<file path="config.mk">
export PLATFORM = sky130hd
export DESIGN_NAME = pll_ser_loader
export DESIGN_NICKNAME = d
export VERILOG_FILES = /design/src/rtl/pll_ser_pkg.sv /design/src/rtl/pll_ser_sync.sv /design/src/rtl/pll_ser_shift.sv /design/src/rtl/pll_ser_regs.sv /design/src/rtl/pll_ser_outmux.sv /design/src/rtl/pll_ser_loader.sv
export SDC_FILE = /design/constraint.sdc
export NUM_CORES = 1
export LEC_CHECK = 0
export BUFFER_PORTS_ARGS = -buffer_cell sky130_fd_sc_hd__buf_2
export CAP_MARGIN = 10
export CORE_ASPECT_RATIO = 0.7
export CORE_MARGIN = 10
export CORE_UTILIZATION = 50
export CTS_BUF_LIST = sky130_fd_sc_hd__clkbuf_16
export CTS_CLUSTER_SIZE = 24
export DETAILED_ROUTE_END_ITERATION = 10
export PLACE_DENSITY_LB_ADDON = 0.12
export REMOVE_ABC_BUFFERS = 1
export SLEW_MARGIN = 20
export SYNTH_ARGS = -nofsm -noshare
export SYNTH_HDL_FRONTEND = slang
export SYNTH_SLANG_ARGS = --single-unit
</file>
<file path="constraint.sdc">
create_clock -name clk -period 1.65 [get_ports clk]
set_input_delay 0.2475 -clock clk [delete_from_list [all_inputs] [get_ports clk]]
set_output_delay 0.2475 -clock clk [all_outputs]
set_load 0.03 [all_outputs]
</file>
<file path="src/rtl/pll_ser_pkg.sv">
package pll_ser_pkg;
  localparam int WORD_W    = 23;
  localparam int REF_W     = 14;
  localparam int SW_W      = 7;
  localparam int MAIN_W    = 11;
  localparam int SEL_LSB   = 0;
  localparam int FIELD_LSB = 2;
  localparam int MAIN_LSB  = FIELD_LSB + SW_W;
  localparam int PRESC_BIT = MAIN_LSB + MAIN_W;
  localparam int FC_BIT    = PRESC_BIT + 1;
  localparam int LDS_BIT   = FC_BIT + 1;

  typedef enum logic [1:0] {
    SEL_IF_REF = 2'b00,
    SEL_IF_PRG = 2'b01,
    SEL_RF_REF = 2'b10,
    SEL_RF_PRG = 2'b11
  } latch_sel_e;

  typedef struct packed {
    logic [REF_W-1:0]  if_ref_div;
    logic [SW_W-1:0]   if_swallow;
    logic [MAIN_W-1:0] if_main;
    logic [REF_W-1:0]  rf_ref_div;
    logic [SW_W-1:0]   rf_swallow;
    logic [MAIN_W-1:0] rf_main;
    logic              if_fc;
    logic              rf_fc;
    logic              lds;
    logic              rf_presc;
  } cfg_t;
endpackage

</file>
<file path="src/rtl/pll_ser_sync.sv">
module pll_ser_sync #(
  parameter int N      = 3,
  parameter int STAGES = 2
) (
  input  logic         clk,
  input  logic         rst_n,
  input  logic [N-1:0] din,
  output logic [N-1:0] dout
);
  logic [N-1:0] stg [STAGES];

  for (genvar g = 0; g < STAGES; g++) begin : g_stage
    if (g == 0) begin : g_first
      always_ff @(posedge clk or negedge rst_n) begin
        if (!rst_n) stg[g] <= '0;
        else        stg[g] <= din;
      end
    end else begin : g_next
      always_ff @(posedge clk or negedge rst_n) begin
        if (!rst_n) stg[g] <= '0;
        else        stg[g] <= stg[g-1];
      end
    end
  end

  assign dout = stg[STAGES-1];
endmodule

</file>
<file path="src/rtl/pll_ser_shift.sv">
module pll_ser_shift #(
  parameter int W = 23
) (
  input  logic         clk,
  input  logic         rst_n,
  input  logic         sclk_s,
  input  logic         data_s,
  output logic [W-1:0] word
);
  logic sclk_q;

  always_ff @(posedge clk or negedge rst_n) begin
    if (!rst_n) begin
      sclk_q <= 1'b0;
      word   <= '0;
    end else begin
      sclk_q <= sclk_s;
      if (sclk_s && !sclk_q) word <= {word[W-2:0], data_s};
    end
  end
endmodule

</file>
<file path="src/rtl/pll_ser_regs.sv">
module pll_ser_regs
  import pll_ser_pkg::*;
#(
  parameter int MIN_DIV = 5,
  parameter int RST_DIV = 5
) (
  input  logic              clk,
  input  logic              rst_n,
  input  logic              le_s,
  input  logic [WORD_W-1:0] word,
  output cfg_t              cfg,
  output logic              load_err,
  output logic              load_stb
);
  localparam logic [REF_W-1:0]  MIN_REF  = REF_W'(MIN_DIV);
  localparam logic [MAIN_W-1:0] MIN_MAIN = MAIN_W'(MIN_DIV);

  logic              le_q;
  latch_sel_e        sel;
  logic [REF_W-1:0]  div_f;
  logic [SW_W-1:0]   sw_f;
  logic [MAIN_W-1:0] main_f;
  cfg_t              nxt;
  logic              ok;

  assign load_stb = le_s & ~le_q;
  assign sel      = latch_sel_e'(word[SEL_LSB +: 2]);
  assign div_f    = word[FIELD_LSB +: REF_W];
  assign sw_f     = word[FIELD_LSB +: SW_W];
  assign main_f   = word[MAIN_LSB +: MAIN_W];

  always_comb begin
    nxt = cfg;
    ok  = 1'b1;
    unique case (sel)
      SEL_IF_REF: begin
        if (div_f < MIN_REF) ok = 1'b0;
        else begin
          nxt.if_ref_div = div_f;
          nxt.if_fc      = word[FC_BIT];
          nxt.lds        = word[LDS_BIT];
        end
      end
      SEL_RF_REF: begin
        if (div_f < MIN_REF) ok = 1'b0;
        else begin
          nxt.rf_ref_div = div_f;
          nxt.rf_fc      = word[FC_BIT];
        end
      end
      SEL_IF_PRG: begin
        if (main_f < MIN_MAIN) ok = 1'b0;
        else begin
          nxt.if_swallow = sw_f;
          nxt.if_main    = main_f;
        end
      end
      SEL_RF_PRG: begin
        if (main_f < MIN_MAIN) ok = 1'b0;
        else begin
          nxt.rf_swallow = sw_f;
          nxt.rf_main    = main_f;
          nxt.rf_presc   = word[PRESC_BIT];
        end
      end
      default: ok = 1'b0;
    endcase
  end

  always_ff @(posedge clk or negedge rst_n) begin
    if (!rst_n) begin
      le_q           <= 1'b0;
      load_err       <= 1'b0;
      cfg.if_ref_div <= REF_W'(RST_DIV);
      cfg.rf_ref_div <= REF_W'(RST_DIV);
      cfg.if_main    <= MAIN_W'(RST_DIV);
      cfg.rf_main    <= MAIN_W'(RST_DIV);
      cfg.if_swallow <= '0;
      cfg.rf_swallow <= '0;
      cfg.if_fc      <= 1'b0;
      cfg.rf_fc      <= 1'b0;
      cfg.lds        <= 1'b0;
      cfg.rf_presc   <= 1'b0;
    end else begin
      le_q <= le_s;
      if (load_stb) begin
        if (ok) cfg <= nxt;
        load_err <= ~ok;
      end
    end
  end
endmodule

</file>
<file path="src/rtl/pll_ser_outmux.sv">
module pll_ser_outmux #(
  parameter int LOOPS = 2
) (
  input  logic             lds,
  input  logic             lock_det,
  input  logic             phase_mon,
  input  logic [LOOPS-1:0] fc,
  input  logic [LOOPS-1:0] pd_up,
  input  logic [LOOPS-1:0] pd_dn,
  output logic             mon_out,
  output logic [LOOPS-1:0] cp_up,
  output logic [LOOPS-1:0] cp_dn
);
  assign mon_out = lds ? phase_mon : lock_det;

  for (genvar g = 0; g < LOOPS; g++) begin : g_loop
    assign cp_up[g] = fc[g] ? pd_dn[g] : pd_up[g];
    assign cp_dn[g] = fc[g] ? pd_up[g] : pd_dn[g];
  end
endmodule

</file>
<file path="src/rtl/pll_ser_loader.sv">
module pll_ser_loader
  import pll_ser_pkg::*;
#(
  parameter int SYNC_STAGES = 2,
  parameter int MIN_DIV     = 5
) (
  input  logic              clk,
  input  logic              rst_n,
  input  logic              ser_clk,
  input  logic              ser_data,
  input  logic              ser_le,
  input  logic              lock_det,
  input  logic              phase_mon,
  input  logic              if_pd_up,
  input  logic              if_pd_dn,
  input  logic              rf_pd_up,
  input  logic              rf_pd_dn,
  output logic              mon_out,
  output logic              if_cp_up,
  output logic              if_cp_dn,
  output logic              rf_cp_up,
  output logic              rf_cp_dn,
  output logic [REF_W-1:0]  if_ref_div,
  output logic [SW_W-1:0]   if_swallow,
  output logic [MAIN_W-1:0] if_main,
  output logic [REF_W-1:0]  rf_ref_div,
  output logic [SW_W-1:0]   rf_swallow,
  output logic [MAIN_W-1:0] rf_main,
  output logic              rf_presc_sel,
  output logic              load_err
);
  localparam int LOOPS = 2;

  logic [2:0]        pins_s;
  logic [WORD_W-1:0] word;
  cfg_t              cfg;
  logic              le_rise;
  logic [LOOPS-1:0]  cp_up;
  logic [LOOPS-1:0]  cp_dn;

  pll_ser_sync #(.N(3), .STAGES(SYNC_STAGES)) u_sync (
    .clk  (clk),
    .rst_n(rst_n),
    .din  ({ser_le, ser_data, ser_clk}),
    .dout (pins_s)
  );

  pll_ser_shift #(.W(WORD_W)) u_shift (
    .clk   (clk),
    .rst_n (rst_n),
    .sclk_s(pins_s[0]),
    .data_s(pins_s[1]),
    .word  (word)
  );

  pll_ser_regs #(.MIN_DIV(MIN_DIV), .RST_DIV(MIN_DIV)) u_regs (
    .clk     (clk),
    .rst_n   (rst_n),
    .le_s    (pins_s[2]),
    .word    (word),
    .cfg     (cfg),
    .load_err(load_err),
    .load_stb(le_rise)
  );

  pll_ser_outmux #(.LOOPS(LOOPS)) u_mux (
    .lds      (cfg.lds),
    .lock_det (lock_det),
    .phase_mon(phase_mon),
    .fc       ({cfg.rf_fc, cfg.if_fc}),
    .pd_up    ({rf_pd_up, if_pd_up}),
    .pd_dn    ({rf_pd_dn, if_pd_dn}),
    .mon_out  (mon_out),
    .cp_up    (cp_up),
    .cp_dn    (cp_dn)
  );

  assign if_cp_up     = cp_up[0];
  assign if_cp_dn     = cp_dn[0];
  assign rf_cp_up     = cp_up[1];
  assign rf_cp_dn     = cp_dn[1];
  assign if_ref_div   = cfg.if_ref_div;
  assign if_swallow   = cfg.if_swallow;
  assign if_main      = cfg.if_main;
  assign rf_ref_div   = cfg.rf_ref_div;
  assign rf_swallow   = cfg.rf_swallow;
  assign rf_main      = cfg.rf_main;
  assign rf_presc_sel = cfg.rf_presc;
endmodule

</file>
==> out/metrics.csv <==
stage;metric;value;unit
run_status;result of the run;complete, but fails checks;
run_status;failing checks;setup timing;
pwr;Static Leak;2.69;nW
setup_path;Worst Setup Start Kind;register;
floorplanning;die area;12900;µm²
sta;crit path time final;1.89;ns
global_route;first-pass GRT wire length;13400;µm
layout;fraction of the core area covered by cells at the end of the flow;60.7;%
logic_synthesis;sequential-to-total area share from yosys stat;57.5;%
min_path;path class of the lowest-slack min-delay path;input pin to register;
logic_synthesis;cell area after synthesis;4370;µm²
drt;drc violations;0;
logic_synthesis;number of register bits inferred by synthesis;100;
floorplanning;core area;8480;µm²
sta;Hold Fails Final Rpt;0;
floorplanning;Std-Cell Rows;28;
global_route;residual overflow from global routing;0;
pwr;total power divided by cell area;1750;nW/µm²
drt;iteration-0 DRC count of the detailed router;157;
layout;share of layout cells above drive strength 1;69.5;%
setup_path;terminus of the critical flop-to-flop path;u_regs.cfg[61]$_DFFE_PN0P_;
layout;Final Net Count;357;
drt;remaining antenna violation count;0;
floorplanning;die height;98.2;µm
setup_path;worst path required time;1.87;ns
layout;Sequential cell area;2510;µm²
setup_path;kind of end point of the critical path;register;
drt;detailed-route via count;2238;
sta;final setup vio count;63;
sta;hold_ws;0.0119;ns
global_route;number of global-route vias before repair;2421;
global_route;initial antenna violation count;0;
floorplanning;top-level port count;82;
drt;drt via density;4.75;
placement;count of input and output buffers;81;
setup_path;critical path arrival;2.11;ns
placement;estimated wirelength of the detail-placed design;5800;µm
clock_network;number of clock sinks;100;
global_route;largest net degree at the start of global routing;36;
min_path;worst-case hold path end point;u_sync.stg[3]$_DFF_PN0_;
sta;fraction of the cycle the final worst path needs;115;%
layout;Layout Area Growth over Synthesis;17.8;%
sta;summed negative setup slack over all endpoints;-8.46;ns
logic_synthesis;Yosys warning count;0;
drt;detailed-route wire length per cell;17.6;µm
global_route;GR peak layer;met2;
sta;Least-Margin Pin Slew;0.464;ns
min_path;cell count of the worst hold path;1;
layout;count of filler cells inserted in the layout;706;
layout;combined area of the multi-input logic cells;1390;µm²
global_route;total routing usage reported by global routing;12.8;%
global_route;met2 Use GR;18.3;%
clock_network;Clk pin slew, worst setup/hold paths;0.06;ns
sta;max-slew violation count;0;
clock_network;CTS H-tree lvls;3;
drt;aggregate routed wire length;8280;µm
sta;peak clock frequency supported by timing;529;MHz
sta;Clock Skew;0.00796;ns
setup_path;reg2reg path depth;6;
floorplanning;starting density of the core;51.5;%
pwr;maximum vdd drop;945;µV
global_route;met1 usage in global routing;17.6;%
min_path;launch point of the worst hold path;ser_clk;
placement;final RePlAce weighted congestion;0.705;
layout;number of antenna diodes;0;
global_route;met3 routing resource usage after global routing;5.73;%
logic_synthesis;number of distinct library cells after synthesis;22;
setup_path;FF-to-FF Start;u_shift.word[7]$_DFFE_PN0P_;
layout;cell area after layout;5140;µm²
logic_synthesis;instance count of the mapped netlist;288;
clock_network;number of CTS-inserted buffers;9;
pwr;PnR Total Power;8.98;mW
drt;First-pass DRT Iterations;4;
sta;setup repair after global routing missed its margin;yes;
clock_network;TritonCTS clock tree;yes;
setup_path;flop2flop setup slack;-0.24;ns
logic_synthesis;average cell area after synthesis;15.2;µm²
sta;setup ws final;-0.239;ns
clock_network;insertion delay of the later-clocked pin in the worst-skew pair;0.34;ns
clock_network;maximum clock insertion buffer count;2;
sta;worst-case headroom to the max-slew limit;69.1;%
job;max cap viols;0;
floorplanning;floorplan die width;132;µm
setup_path;CP Max Fanout;12;
setup_path;kind of critical path;register to register;
placement;cell area after placement;4720;µm²
clock_network;library cell used as clock root buffer;clkbuf_16;
==> placed cells by master (no fill, tap or decap), drive strengths merged <==
cell	Yosys	final
dfrtp	92	92
nor3b	1	1
nand2	2	2
and4bb	1	1
o21ai	3	3
dfstp	8	8
bufinv	0	1
nand2b	1	1
clkbuf	3	9
nand3b	1	1
nand4	1	1
inv	0	2
clkinv	0	2
nor3	1	1
dlygate4sd3	0	1
nor2b	1	1
mux2	97	97
nor2	1	1
nand3	2	2
clkinvlp	0	2
buf	70	119
nor4	3	3
==> cell type report <==
type	count	share of cell area (%)
multi-input combinational	115	26.9
tap	120	2.92
clock inverter	7	1.19
clock buffer	9	4.38
sequential	100	48.8
timing repair buffer	120	15.7
==> synthesized netlist by cell type (all sizes together) <==
| cell type | count | area [µm²] |
|---|---|---|
| nor4 | 3 | 25.0 |
| nand4 | 1 | 6.26 |
| nor3 | 1 | 5.00 |
| buf | 70 | 549 |
| dfrtp | 92 | 2300 |
| nor3b | 1 | 12.5 |
| nor2b | 1 | 6.26 |
| nand2b | 1 | 6.26 |
| nor2 | 1 | 3.75 |
| and4bb | 1 | 12.5 |
| mux2 | 97 | 1170 |
| clkbuf | 3 | 11.3 |
| o21ai | 3 | 15.0 |
| nand2 | 2 | 7.51 |
| nand3b | 1 | 11.3 |
| dfstp | 8 | 210 |
| nand3 | 2 | 15.0 |
==> cells by family (layout without fill, tap and decap cells) <==
kind of cell / after synthesis / count (layout) / share of synthesized area (%)
muxes: 97 / 97 / 26.7
AOI/OAI and AO/OA: 3 / 3 / 0.344
buffers and inverters: 73 / 136 / 12.8
and+or+nand+nor: 15 / 15 / 2.55
DFF: 100 / 100 / 57.5
==> through the flow <==
stage	cells	worst slack, ns
final	471	-0.239
after CTS	470	-0.194
after global placement	451	-0.269
after floorplan	215	-0.515
after detailed placement	451	-0.202
after global routing	471	-0.298
==> power breakdown <==
| group | total, mW | switching [mW] | internal (mW) |
|---|---|---|---|
| clock | 2.02 | 0.861 | 1.16 |
| combinational | 3.39 | 1.91 | 1.48 |
| sequential | 3.57 | 0.388 | 3.18 |
| total | 8.98 | 3.16 | 5.81 |
==> routing by layer <==
metal  part of all wire [%]  routed length [µm]  vias to the layer above
met5                      0                   0                        -
met4                   0.74                  61                        0
met1                     51                4180                     1124
met2                     43                3530                       59
li1                       -                   -                     1049
met3                    6.1                 508                        6
==> worst max-delay path by stage <==
stage / start / end / slack [ns] / cells past startpoint
after floorplan: u_shift.word[10]$_DFFE_PN0P_ / u_regs.cfg[10]$_DFFE_PN0P_ / -0.52 / 4
after global placement: u_shift.word[10]$_DFFE_PN0P_ / u_regs.cfg[62]$_DFFE_PN0P_ / -0.27 / 6
after detailed placement: u_shift.word[10]$_DFFE_PN0P_ / u_regs.cfg[61]$_DFFE_PN0P_ / -0.20 / 6
after CTS: u_shift.word[10]$_DFFE_PN0P_ / u_regs.cfg[61]$_DFFE_PN0P_ / -0.19 / 6
after global routing: u_shift.word[7]$_DFFE_PN0P_ / u_regs.cfg[61]$_DFFE_PN0P_ / -0.30 / 6
final: u_shift.word[7]$_DFFE_PN0P_ / u_regs.cfg[61]$_DFFE_PN0P_ / -0.24 / 6
==> worst max-delay path, cell delays in order (launching register included) <==
cell and delay [ns]:
dfrtp_1 0.39, nor4_2 0.29, buf_4 0.15, nand4_1 0.24
nand3b_4 0.19, buf_12 0.16, mux2_2 0.34
==> repair_timing <==
action | CTS | global route
setup buffers | 3 | 1
pin swaps | 0 | 2
hold endpoints to repair | 28 | 0
hold buffers | 1 | 0
resized for setup | 20 | 5
endpoints found under the setup margin | 68 | 68
==> registers in the layout, indices dropped and copies added, names as in the netlist <==
signal and cells:
u_shift.sclk_q 1, u_regs.cfg 68, u_regs.le_q 1, u_sync.dout 3, u_sync.stg 3, u_regs.load_err 1, u_shift.word 23
No activity file was read; power rests on OpenSTA's default activity.
